**config.mk**
```make
export PLATFORM = sky130hd
export DESIGN_NAME = ckc_ctrl_slave
export DESIGN_NICKNAME = d
export VERILOG_FILES = /design/src/rtl/ckc_pkg.sv /design/src/rtl/ckc_sync.sv /design/src/rtl/ckc_bus_events.sv /design/src/rtl/ckc_regfile.sv /design/src/rtl/ckc_ctrl_slave.sv
export SDC_FILE = /design/constraint.sdc
export NUM_CORES = 1
export LEC_CHECK = 0
export BUFFER_PORTS_ARGS = -buffer_cell sky130_fd_sc_hd__buf_2
export CAP_MARGIN = 20
export CORE_UTILIZATION = 62
export DETAILED_ROUTE_END_ITERATION = 6
export PLACE_DENSITY = 0.87
export SLEW_MARGIN = 25
export SYNTH_ARGS = -nofsm -noshare
export SYNTH_HDL_FRONTEND = slang
export SYNTH_SLANG_ARGS = --single-unit
```
**constraint.sdc**
```tcl
create_clock -name clk -period 3.2 [get_ports clk]
set_input_delay 0.16 -clock clk [delete_from_list [all_inputs] [get_ports clk]]
set_output_delay 0.16 -clock clk [all_outputs]
set_load 0.02 [all_outputs]
```
**src/rtl/ckc_pkg.sv**
```systemverilog
package ckc_pkg;

    localparam int OFS_W       = 5;
    localparam int FREQ_BIT    = 0;
    localparam int SPR_EN_BIT  = 1;
    localparam int SPR_WID_BIT = 2;

    typedef enum logic [2:0] {
        S_IDLE,
        S_RX,
        S_ACK,
        S_TX,
        S_MACK
    } bus_st_e;

    typedef enum logic [1:0] {
        P_ADDR,
        P_CMD,
        P_CNT,
        P_DATA
    } phase_e;

    typedef struct packed {
        bus_st_e          st;
        phase_e           ph;
        logic [3:0]       bitcnt;
        logic [7:0]       sh;
        logic             rd;
        logic             blk;
        logic             hdr;
        logic [OFS_W-1:0] ptr;
        logic             ack;
        logic             oe;
    } ctl_s;

    typedef struct packed {
        logic scl_p;
        logic sda_p;
    } evt_s;

endpackage

```
**src/rtl/ckc_sync.sv**
```systemverilog
module ckc_sync #(
    parameter int W      = 2,
    parameter int STAGES = 2
) (
    input  logic         clk,
    input  logic         rst_n,
    input  logic [W-1:0] din,
    output logic [W-1:0] dout
);

    logic [W-1:0] stg_d [STAGES];
    logic [W-1:0] stg_q [STAGES];

    for (genvar s = 0; s < STAGES; s++) begin : g_stg
        if (s == 0) begin : g_first
            assign stg_d[s] = din;
        end else begin : g_next
            assign stg_d[s] = stg_q[s-1];
        end
    end

    always_ff @(posedge clk or negedge rst_n) begin
        if (!rst_n) begin
            for (int s = 0; s < STAGES; s++) stg_q[s] <= '1;
        end else begin
            for (int s = 0; s < STAGES; s++) stg_q[s] <= stg_d[s];
        end
    end

    assign dout = stg_q[STAGES-1];

endmodule

```
**src/rtl/ckc_bus_events.sv**
```systemverilog
module ckc_bus_events
    import ckc_pkg::*;
#(
    parameter int SYNC_STAGES = 2
) (
    input  logic clk,
    input  logic rst_n,
    input  logic scl_raw,
    input  logic sda_raw,
    output logic scl_s,
    output logic sda_s,
    output logic start_ev,
    output logic stop_ev,
    output logic scl_rise,
    output logic scl_fall
);

    logic [1:0] synced;
    evt_s       ev_d, ev_q;

    ckc_sync #(.W(2), .STAGES(SYNC_STAGES)) u_sync (
        .clk  (clk),
        .rst_n(rst_n),
        .din  ({scl_raw, sda_raw}),
        .dout (synced)
    );

    assign scl_s = synced[1];
    assign sda_s = synced[0];

    always_comb begin
        ev_d.scl_p = scl_s;
        ev_d.sda_p = sda_s;
        start_ev   = scl_s && ev_q.scl_p && ev_q.sda_p && !sda_s;
        stop_ev    = scl_s && ev_q.scl_p && !ev_q.sda_p && sda_s;
        scl_rise   = scl_s && !ev_q.scl_p;
        scl_fall   = !scl_s && ev_q.scl_p;
    end

    always_ff @(posedge clk or negedge rst_n) begin
        if (!rst_n) ev_q <= '{scl_p: 1'b1, sda_p: 1'b1};
        else        ev_q <= ev_d;
    end

endmodule

```
**src/rtl/ckc_regfile.sv**
```systemverilog
module ckc_regfile #(
    parameter int                NREG    = 4,
    parameter logic [NREG*8-1:0] RST_VAL = '0,
    localparam int               IDXW    = (NREG > 1) ? $clog2(NREG) : 1
) (
    input  logic              clk,
    input  logic              rst_n,
    input  logic              wr_en,
    input  logic [IDXW-1:0]   wr_idx,
    input  logic [7:0]        wr_data,
    input  logic [IDXW-1:0]   rd_idx,
    output logic [7:0]        rd_data,
    output logic [NREG*8-1:0] regs_o
);

    logic [7:0] regs_d [NREG];
    logic [7:0] regs_q [NREG];

    always_comb begin
        for (int i = 0; i < NREG; i++) begin
            regs_d[i] = (wr_en && wr_idx == IDXW'(i)) ? wr_data : regs_q[i];
        end
    end

    always_ff @(posedge clk or negedge rst_n) begin
        if (!rst_n) begin
            for (int i = 0; i < NREG; i++) regs_q[i] <= RST_VAL[i*8 +: 8];
        end else begin
            for (int i = 0; i < NREG; i++) regs_q[i] <= regs_d[i];
        end
    end

    assign rd_data = regs_q[rd_idx];

    always_comb begin
        for (int i = 0; i < NREG; i++) regs_o[i*8 +: 8] = regs_q[i];
    end

endmodule

```
**src/rtl/ckc_ctrl_slave.sv**
```systemverilog
module ckc_ctrl_slave
    import ckc_pkg::*;
#(
    parameter logic [6:0] SLV_ADDR    = 7'h69,
    parameter int         NREG        = 4,
    parameter int         NOUT        = 4,
    parameter int         SYNC_STAGES = 2,
    localparam int        IDXW        = (NREG > 1) ? $clog2(NREG) : 1
) (
    input  logic            clk,
    input  logic            rst_n,
    input  logic            scl_i,
    input  logic            sda_i,
    output logic            sda_oe_o,
    output logic [NOUT-1:0] out_en_o,
    output logic            spread_en_o,
    output logic            spread_wide_o,
    output logic            freq_sel_o
);

    localparam logic [NREG*8-1:0] RST_VAL  = {8'hAF, 8'h07, 8'h00, 8'h0F};
    localparam logic [OFS_W-1:0]  NREG_L   = OFS_W'(NREG);
    localparam logic [7:0]        CNT_BYTE = 8'(NREG);

    logic scl_s, sda_s, start_ev, stop_ev, scl_rise, scl_fall;
    logic              wr_en;
    logic [7:0]        wr_data;
    logic [7:0]        rd_data;
    logic [7:0]        tx_byte;
    logic [7:0]        nb;
    logic [NREG*8-1:0] regs;
    ctl_s              d, q;

    ckc_bus_events #(.SYNC_STAGES(SYNC_STAGES)) u_evt (
        .clk     (clk),
        .rst_n   (rst_n),
        .scl_raw (scl_i),
        .sda_raw (sda_i),
        .scl_s   (scl_s),
        .sda_s   (sda_s),
        .start_ev(start_ev),
        .stop_ev (stop_ev),
        .scl_rise(scl_rise),
        .scl_fall(scl_fall)
    );

    ckc_regfile #(.NREG(NREG), .RST_VAL(RST_VAL)) u_regs (
        .clk    (clk),
        .rst_n  (rst_n),
        .wr_en  (wr_en),
        .wr_idx (q.ptr[IDXW-1:0]),
        .wr_data(wr_data),
        .rd_idx (q.ptr[IDXW-1:0]),
        .rd_data(rd_data),
        .regs_o (regs)
    );

    // byte offered to the master when a transmit byte is loaded
    always_comb begin
        if (q.blk && q.hdr)     tx_byte = CNT_BYTE;
        else if (q.ptr < NREG_L) tx_byte = rd_data;
        else                    tx_byte = 8'h00;
    end

    always_comb begin
        d       = q;
        wr_en   = 1'b0;
        nb      = {q.sh[6:0], sda_s};
        wr_data = nb;
        if (stop_ev) begin
            d.st     = S_IDLE;
            d.oe     = 1'b0;
            d.bitcnt = '0;
        end else if (start_ev) begin
            d.st     = S_RX;
            d.ph     = P_ADDR;
            d.oe     = 1'b0;
            d.bitcnt = '0;
        end else begin
            unique case (q.st)
                S_RX: begin
                    if (scl_rise && q.bitcnt < 4'd8) begin
                        d.sh     = nb;
                        d.bitcnt = q.bitcnt + 4'd1;
                        if (q.bitcnt == 4'd7) begin
                            unique case (q.ph)
                                P_ADDR: begin
                                    d.ack = (nb[7:1] == SLV_ADDR);
                                    d.rd  = nb[0];
                                end
                                P_CMD: begin
                                    d.ack = (nb[6:5] == 2'b00);
                                    if (nb[6:5] == 2'b00) begin
                                        d.blk = ~nb[7];
                                        d.hdr = ~nb[7];
                                        d.ptr = nb[7] ? nb[OFS_W-1:0] : '0;
                                        d.ph  = nb[7] ? P_DATA : P_CNT;
                                    end
                                end
                                P_CNT: begin
                                    d.ack = 1'b1;
                                    d.hdr = 1'b0;
                                    d.ph  = P_DATA;
                                end
                                P_DATA: begin
                                    d.ack = 1'b1;
                                    if (q.ptr < NREG_L) begin
                                        wr_en = 1'b1;
                                        d.ptr = q.ptr + OFS_W'(1);
                                    end
                                end
                                default: ;
                            endcase
                        end
                    end else if (scl_fall && q.bitcnt == 4'd8) begin
                        if (q.ack) begin
                            d.st = S_ACK;
                            d.oe = 1'b1;
                        end else begin
                            d.st = S_IDLE;
                        end
                    end
                end
                S_ACK: begin
                    if (scl_fall) begin
                        d.oe     = 1'b0;
                        d.bitcnt = '0;
                        if (q.ph == P_ADDR && q.rd) begin
                            d.st = S_TX;
                            d.sh = tx_byte;
                            d.oe = ~tx_byte[7];
                            if (q.blk && q.hdr)      d.hdr = 1'b0;
                            else if (q.ptr < NREG_L) d.ptr = q.ptr + OFS_W'(1);
                        end else begin
                            d.st = S_RX;
                            if (q.ph == P_ADDR) d.ph = P_CMD;
                        end
                    end
                end
                S_TX: begin
                    if (scl_fall) begin
                        if (q.bitcnt == 4'd7) begin
                            d.st = S_MACK;
                            d.oe = 1'b0;
                        end else begin
                            d.sh     = {q.sh[6:0], 1'b0};
                            d.bitcnt = q.bitcnt + 4'd1;
                            d.oe     = ~q.sh[6];
                        end
                    end
                end
                S_MACK: begin
                    if (scl_rise) begin
                        d.ack = ~sda_s;
                    end else if (scl_fall) begin
                        if (q.ack) begin
                            d.st     = S_TX;
                            d.bitcnt = '0;
                            d.sh     = tx_byte;
                            d.oe     = ~tx_byte[7];
                            if (q.blk && q.hdr)      d.hdr = 1'b0;
                            else if (q.ptr < NREG_L) d.ptr = q.ptr + OFS_W'(1);
                        end else begin
                            d.st = S_IDLE;
                        end
                    end
                end
                default: ;
            endcase
        end
    end

    always_ff @(posedge clk or negedge rst_n) begin
        if (!rst_n) begin
            q <= '{st: S_IDLE, ph: P_ADDR, bitcnt: '0, sh: '0, rd: 1'b0,
                   blk: 1'b0, hdr: 1'b0, ptr: '0, ack: 1'b0, oe: 1'b0};
        end else begin
            q <= d;
        end
    end

    assign sda_oe_o      = q.oe;
    assign out_en_o      = regs[NOUT-1:0];
    assign freq_sel_o    = regs[2*8 + FREQ_BIT];
    assign spread_en_o   = regs[2*8 + SPR_EN_BIT];
    assign spread_wide_o = regs[2*8 + SPR_WID_BIT];

endmodule

```
======== After elaboration in Yosys (flattened, before gate mapping) ========
Cells that the tools add are included.
operators by class
  multiply operators ...................... 0
  order comparisons ....................... 3
  add/subtract/negate cells ............... 2
  bitwise operators ....................... 6
  reduce and logical (&&, ||, !) cells .... 38
  shift operators ......................... 0
  div/mod/pow operators ................... 0
  multiplexer cells ....................... 79
  eq/ne operators ......................... 45
operator list
  operator                                   number
  12-bit 2-to-1 mux                          5
  7-bit 2-to-1 mux                           7
  4-bit != test, second input constant       12
  12-bit one-hot mux with 4 select lines     1
  8-bit 2-to-1 mux                           5
  6-bit 2-to-1 mux                           5
  1-bit 2-to-1 mux                           24
  12-bit AND reduction                       2
  23-bit 2-to-1 mux                          1
  3-bit 2-to-1 mux                           7
  2-bit != test, second input constant       10
  9-bit 2-to-1 mux                           2
  6-bit one-hot mux with 3 select lines      1
  9-bit AND reduction                        2
  17-bit 2-to-1 mux                          1
  8-bit binary-select mux with 2-bit select  1
  8-bit AND reduction                        2
  1-bit logical AND                          15
  5-bit 2-to-1 mux                           3
  3-bit != test, second input constant       5
  2-bit 2-to-1 mux                           7
  3-bit one-hot mux with 4 select lines      1
  6-bit AND reduction                        2
  11-bit AND reduction                       1
  33 further kinds                           51
storage, ports and cells
  ROM bits ................................ 0
  logic and storage cells ................. 191
  memory bits (writable) .................. 0
  flip-flop bits (word level) ............. 64
  input bits .............................. 4
  bits in latches ......................... 0
  memories ................................ 0

======== Depth between registers and ports, before layout ========
  word-level depth ........................ 14
  mapped depth ............................ 8
  mapped depth without buffers ............ 7

======== Hierarchy ========
A second synthesis with hierarchy kept.
unflattened totals
  cell total of the unflattened synthesis .. 294
  area, all modules ....................... 3,495.9 um^2
modules (own cells, without submodules)
  module          area each (um^2)  instances  cells each
  ckc_ctrl_slave  1,888.1           1          206
  ckc_regfile     1,417.6           1          78
  ckc_sync        105.1             1          4
  ckc_bus_events  85.1              1          6

======== Worst setup path after synthesis ========
No wires, ideal clock.
  path kind ............................... register to register
  from .................................... reg q[26] in the netlist's numbering
  to ...................................... reg q[2] in the netlist's numbering
  path slack .............................. 0.942 ns
  required time ........................... 3.079 ns
  setup time .............................. 0.121 ns
  data arrival time ....................... 2.137 ns
  cell stages (with the launch flop) ...... 8
  buffers on the path ..................... 2
  cells stage by stage .................... dfrtp_1 -> buf_6 -> or3b_1 -> buf_2 -> or3_4 -> a2111oi_4 -> o21ai_1 -> a22o_1
on the way
  cells in the longest elaborated chain, start to end .. 3
ends and longest elaborated chain
  element                                                                 RTL line               RTL
  from (decl)                                                             ckc_ctrl_slave.sv:32   ctl_s d, q;
  from (signal assigned)                                                  ckc_ctrl_slave.sv:175  q <= '{st: S_IDLE, ph: P_ADDR, bitcnt: '0, sh: '0, rd: 1'b0,
  3-bit by 1-bit equality test with 1-bit output (tied with other cells)  ckc_ctrl_slave.sv:80   unique case (q.st)
  5-bit != test (no line) (tied with other cells)                         -
  12-bit AND reduction (no line)                                          -
Parallel ways exist; a longest one is shown, timed or not.
A chain may end at the register's enable or synchronous reset.

======== Final worst setup path ========
  from .................................... reg q[26] in the netlist's numbering
  to ...................................... reg u_regs.regs_q, in the netlist u_regs.regs_o[23]
on the way
  cells in the longest elaborated chain, start to end .. 5
ends and longest elaborated chain
  element                                         RTL line              RTL
  3-bit by 1-bit equality test with 1-bit output  ckc_ctrl_slave.sv:80
  1-bit 2-to-1 mux                                ckc_ctrl_slave.sv:80
  1-bit 2-to-1 mux                                ckc_ctrl_slave.sv:74  end else if (start_ev) begin
  1-bit 2-to-1 mux                                ckc_ctrl_slave.sv:70  if (stop_ev) begin
  1-bit logical AND                               ckc_regfile.sv:21     regs_d[i] = (wr_en && wr_idx == IDXW'(i)) ? wr_data : regs_q[i];
  to (decl)                                       ckc_regfile.sv:17     logic [7:0] regs_q [NREG];
No other way between the ends.

==> impl_metrics.env <==
export IMPL_status="finished, final reports clean"
export IMPL_areaGrowthSynthToFinish_pct=9.78
export IMPL_synth_xor_area_frac=0.00989
export IMPL_r2r_cells=4
export IMPL_reg2reg_slack_ps=690
export IMPL_r2r_start="q[26]$_DFFE_PN0P_"
export IMPL_min_period_over_period=0.785
export IMPL_required_ps=3430
export IMPL_arrival_ps=2740
export IMPL_critPathKind="reg -> reg"
export IMPL_mostFrequentLayoutCells="dfrtp_1 (45), mux2_2 (42), nand2_1 (31)"
export IMPL_initial_core_util=0.643
export IMPL_dieArea_um2=6020
export IMPL_netlist_area_um2=3540
export IMPL_dp_cells=389
export IMPL_worst_setup_path_end_kind="flop"
export IMPL_hold_viol=0
export IMPL_fin_crit_ps=2510
export IMPL_worstMarginPinSlew_ps=886
export IMPL_rr_endpoint="u_regs.regs_o[23]$_DFFE_PN0P_"
export IMPL_fp_row_count=27
export IMPL_clock_sinks=64
export IMPL_clk_latency_ps=350
export IMPL_root_buffer="clkbuf_8"
export IMPL_share_comb_of_total_power=0.042
export IMPL_antenna_found_initial=0
export IMPL_ys_flop_type="dfrtp_1"
export IMPL_synth_cells=317
export IMPL_path_max_fanout=12
export IMPL_cts_buffers=9
export IMPL_gp_congestion=0.916
export IMPL_synth_area_mux_share=0.190
export IMPL_first_pass_iters=4
export IMPL_synth_nets=332
export IMPL_ant_nets=0
export IMPL_via_count=2621
export IMPL_final_layout_size_suffix_gt1_frac=0.342
export IMPL_power_density_nw_per_um2=418
export IMPL_ctsLongestPathBuffers=2
export IMPL_hold_end="u_evt.u_sync.dout[0]$_DFF_PN1_"
export IMPL_h_tree_depth=3
export IMPL_maxCapViolCount=0
export IMPL_nets=346
export IMPL_via_per_inst=6.42
export IMPL_fmax_mhz=398
export IMPL_core_um2=5510
export IMPL_avgSynthCellArea_um2=11.2
export IMPL_die_w_um=77.6
export IMPL_whs_ps=358
export IMPL_power_leakage_nw=1.67
export IMPL_drv_slew=0
export IMPL_die_y_um=77.6
export IMPL_regArea_um2=1630
export IMPL_grt_util_all_layers=0.291
export IMPL_ys_seq_area_frac=0.459
export IMPL_seq_power_share=0.517
export IMPL_rsz0062_at_grt="false"
export IMPL_gr_total_overflow=0
export IMPL_p_sw_uw=413
export IMPL_grt_max_degree=41
export IMPL_yosys_warnings=0
export IMPL_synth_distinct_cells=54
export IMPL_synthAdderAreaFrac=0.0388
export IMPL_slew_headroom=0.409
export IMPL_hp_start="u_evt.u_sync.stg_d[0]$_DFF_PN1_"
export IMPL_synth_edf_count=0
export IMPL_critPathLaunchType="flop"
export IMPL_p_clk_frac=0.441
export IMPL_ys_ff_latch=64
export IMPL_routed_wirelength_mm=7.90
export IMPL_path_clk_slew_ps=80
export IMPL_cts_tree="built"
export IMPL_boundaryPins=12
export IMPL_multiInputGateArea_um2=1750
export IMPL_diodes=0
export IMPL_cts_resized=0
export IMPL_grt_pass1_wl_mm=13.1
export IMPL_dpl_hpwl_mm=5.42
export IMPL_internal_power_mw=1.21
export IMPL_async_reset_ff_frac=1.00
export IMPL_synthSimpleGateAreaFrac=0.135
export IMPL_grt_pass1_vias=2522
export IMPL_holdPathStages=0
export IMPL_mostFrequentLayoutCell="dfrtp_1"
export IMPL_fin_skew_ps=12.5
export IMPL_fin_cells=408
export IMPL_min_path_type="reg -> reg"
export IMPL_drc=0
export IMPL_num_fill_cells=390
export IMPL_finalPower_mw=1.62
export IMPL_finalSetupTns_ps=0
export IMPL_fin_util=0.706
export IMPL_max_vdd_ir_drop_mv=0.481
export IMPL_swShare=0.254
export IMPL_setup_viol=0
export IMPL_synth_compound_area_share=0.121
export IMPL_wl_per_cell_um=19.4
export IMPL_first_iter_violations=240
export IMPL_io_buffers=11
export IMPL_synth_top_family_by_area="multiplexers"
==> synthesized netlist by cell type (3+ instances only) <==
master | instances | area, um^2
dfrtp_1 | 45 | 1130
mux2_2 | 42 | 473
nand2_1 | 31 | 116
dfstp_2 | 19 | 499
inv_1 | 16 | 60.1
o21ai_0 | 15 | 75.1
clkbuf_1 | 13 | 48.8
a21oi_1 | 11 | 55.1
ha_1 | 11 | 138
nor2_1 | 11 | 41.3
mux4_2 | 8 | 180
nand4_1 | 8 | 50.1
a22o_1 | 6 | 52.6
nand2b_1 | 6 | 37.5
buf_4 | 5 | 37.5
a21o_1 | 4 | 30.0
a31oi_1 | 4 | 25.0
nand3_1 | 4 | 20.0
nand4b_1 | 4 | 35.0
o22ai_1 | 4 | 25.0
nand3b_1 | 3 | 22.5
nor3_1 | 3 | 15.0
o211ai_1 | 3 | 22.5
xnor2_1 | 3 | 26.3
==> worst max-delay path by stage <==
stage / startpoint / endpoint / slack (ps) / depth (start not counted)
6_report: q[26]$_DFFE_PN0P_ / u_regs.regs_o[23]$_DFFE_PN0P_ / 690 / 4
5_1_grt: q[26]$_DFFE_PN0P_ / u_regs.regs_o[23]$_DFFE_PN0P_ / 540 / 4
4_1_cts: q[26]$_DFFE_PN0P_ / u_regs.regs_o[23]$_DFFE_PN0P_ / 730 / 4
3_5_place_dp: q[26]$_DFFE_PN0P_ / u_regs.regs_o[19]$_DFFE_PN0P_ / 740 / 4
3_3_place_gp: q[26]$_DFFE_PN0P_ / u_regs.regs_o[23]$_DFFE_PN0P_ / 820 / 4
2_1_floorplan: q[26]$_DFFE_PN0P_ / q[2]$_DFFE_PN0P_ / 940 / 7
==> stage by stage <==
step	setup slack (ps)	area, um^2
after floorplan	942	3540
after global placement	819	3660
after detailed placement	740	3660
after CTS	727	3890
after global routing	535	3890
final	688	3890
==> area by class of cell <==
class,count,area share
Timing Repair Buffer,24,0.0412
Sequential cell,64,0.418
Multi-Input combinational cell,216,0.450
Clock inverter,7,0.0203
Inverter,16,0.0154
Tap cell,72,0.0232
Clock buffer,9,0.0318
==> worst max-delay path, stage by stage (launching register included) <==
cell and delay [ps]:
dfrtp_1 500, or3b_1 530, nor3_2 400, nand4_1 510, mux2_2 450
==> cell families (layout without fill, tap and decap cells) <==
logic type | count (synthesis) | after routing
DFF | 64 | 64
muxes | 52 | 52
and+or+nand+nor | 87 | 87
xor gates and xnor gates | 4 | 4
adders and majority gates | 11 | 11
AOI/OAI and AO/OA | 62 | 62
buffers and inverters | 37 | 56
==> sequential cells by signal (all words and copies together), names as in the netlist <==
register            count
nb                      7
sda_oe_o                1
q                      18
u_regs.regs_o          32
u_evt.u_sync.dout       2
u_evt.ev_q              2
u_evt.u_sync.stg_d      2
==> power by group through the flow <==
stage	clock (mW)	combinational (mW)	sequential [mW]
after global routing	0.768	0.0748	0.842
after global placement	0	0.0632	0.853
final	0.717	0.0676	0.840
after detailed placement	0	0.0647	0.854
after CTS	0.727	0.0681	0.840
after floorplan	0	0.0410	0.845
==> timing repair <==
item                       in CTS  in global routing
hold endpoints to repair       26                  0
setup endpoints to repair       0                  0
buffers inserted                0                  0
hold buffers                    3                  0
==> metal layers <==
layer | vias up | GRT usage | wire (um)
met4 | 0 | 0.0962 | 143
met1 | 1304 | 0.379 | 3350
met3 | 19 | 0.0824 | 440
met5 | - | 0 | 0
met2 | 110 | 0.470 | 3970
li1 | 1188 | - | -
No activity file was read; power rests on OpenSTA's default activity.
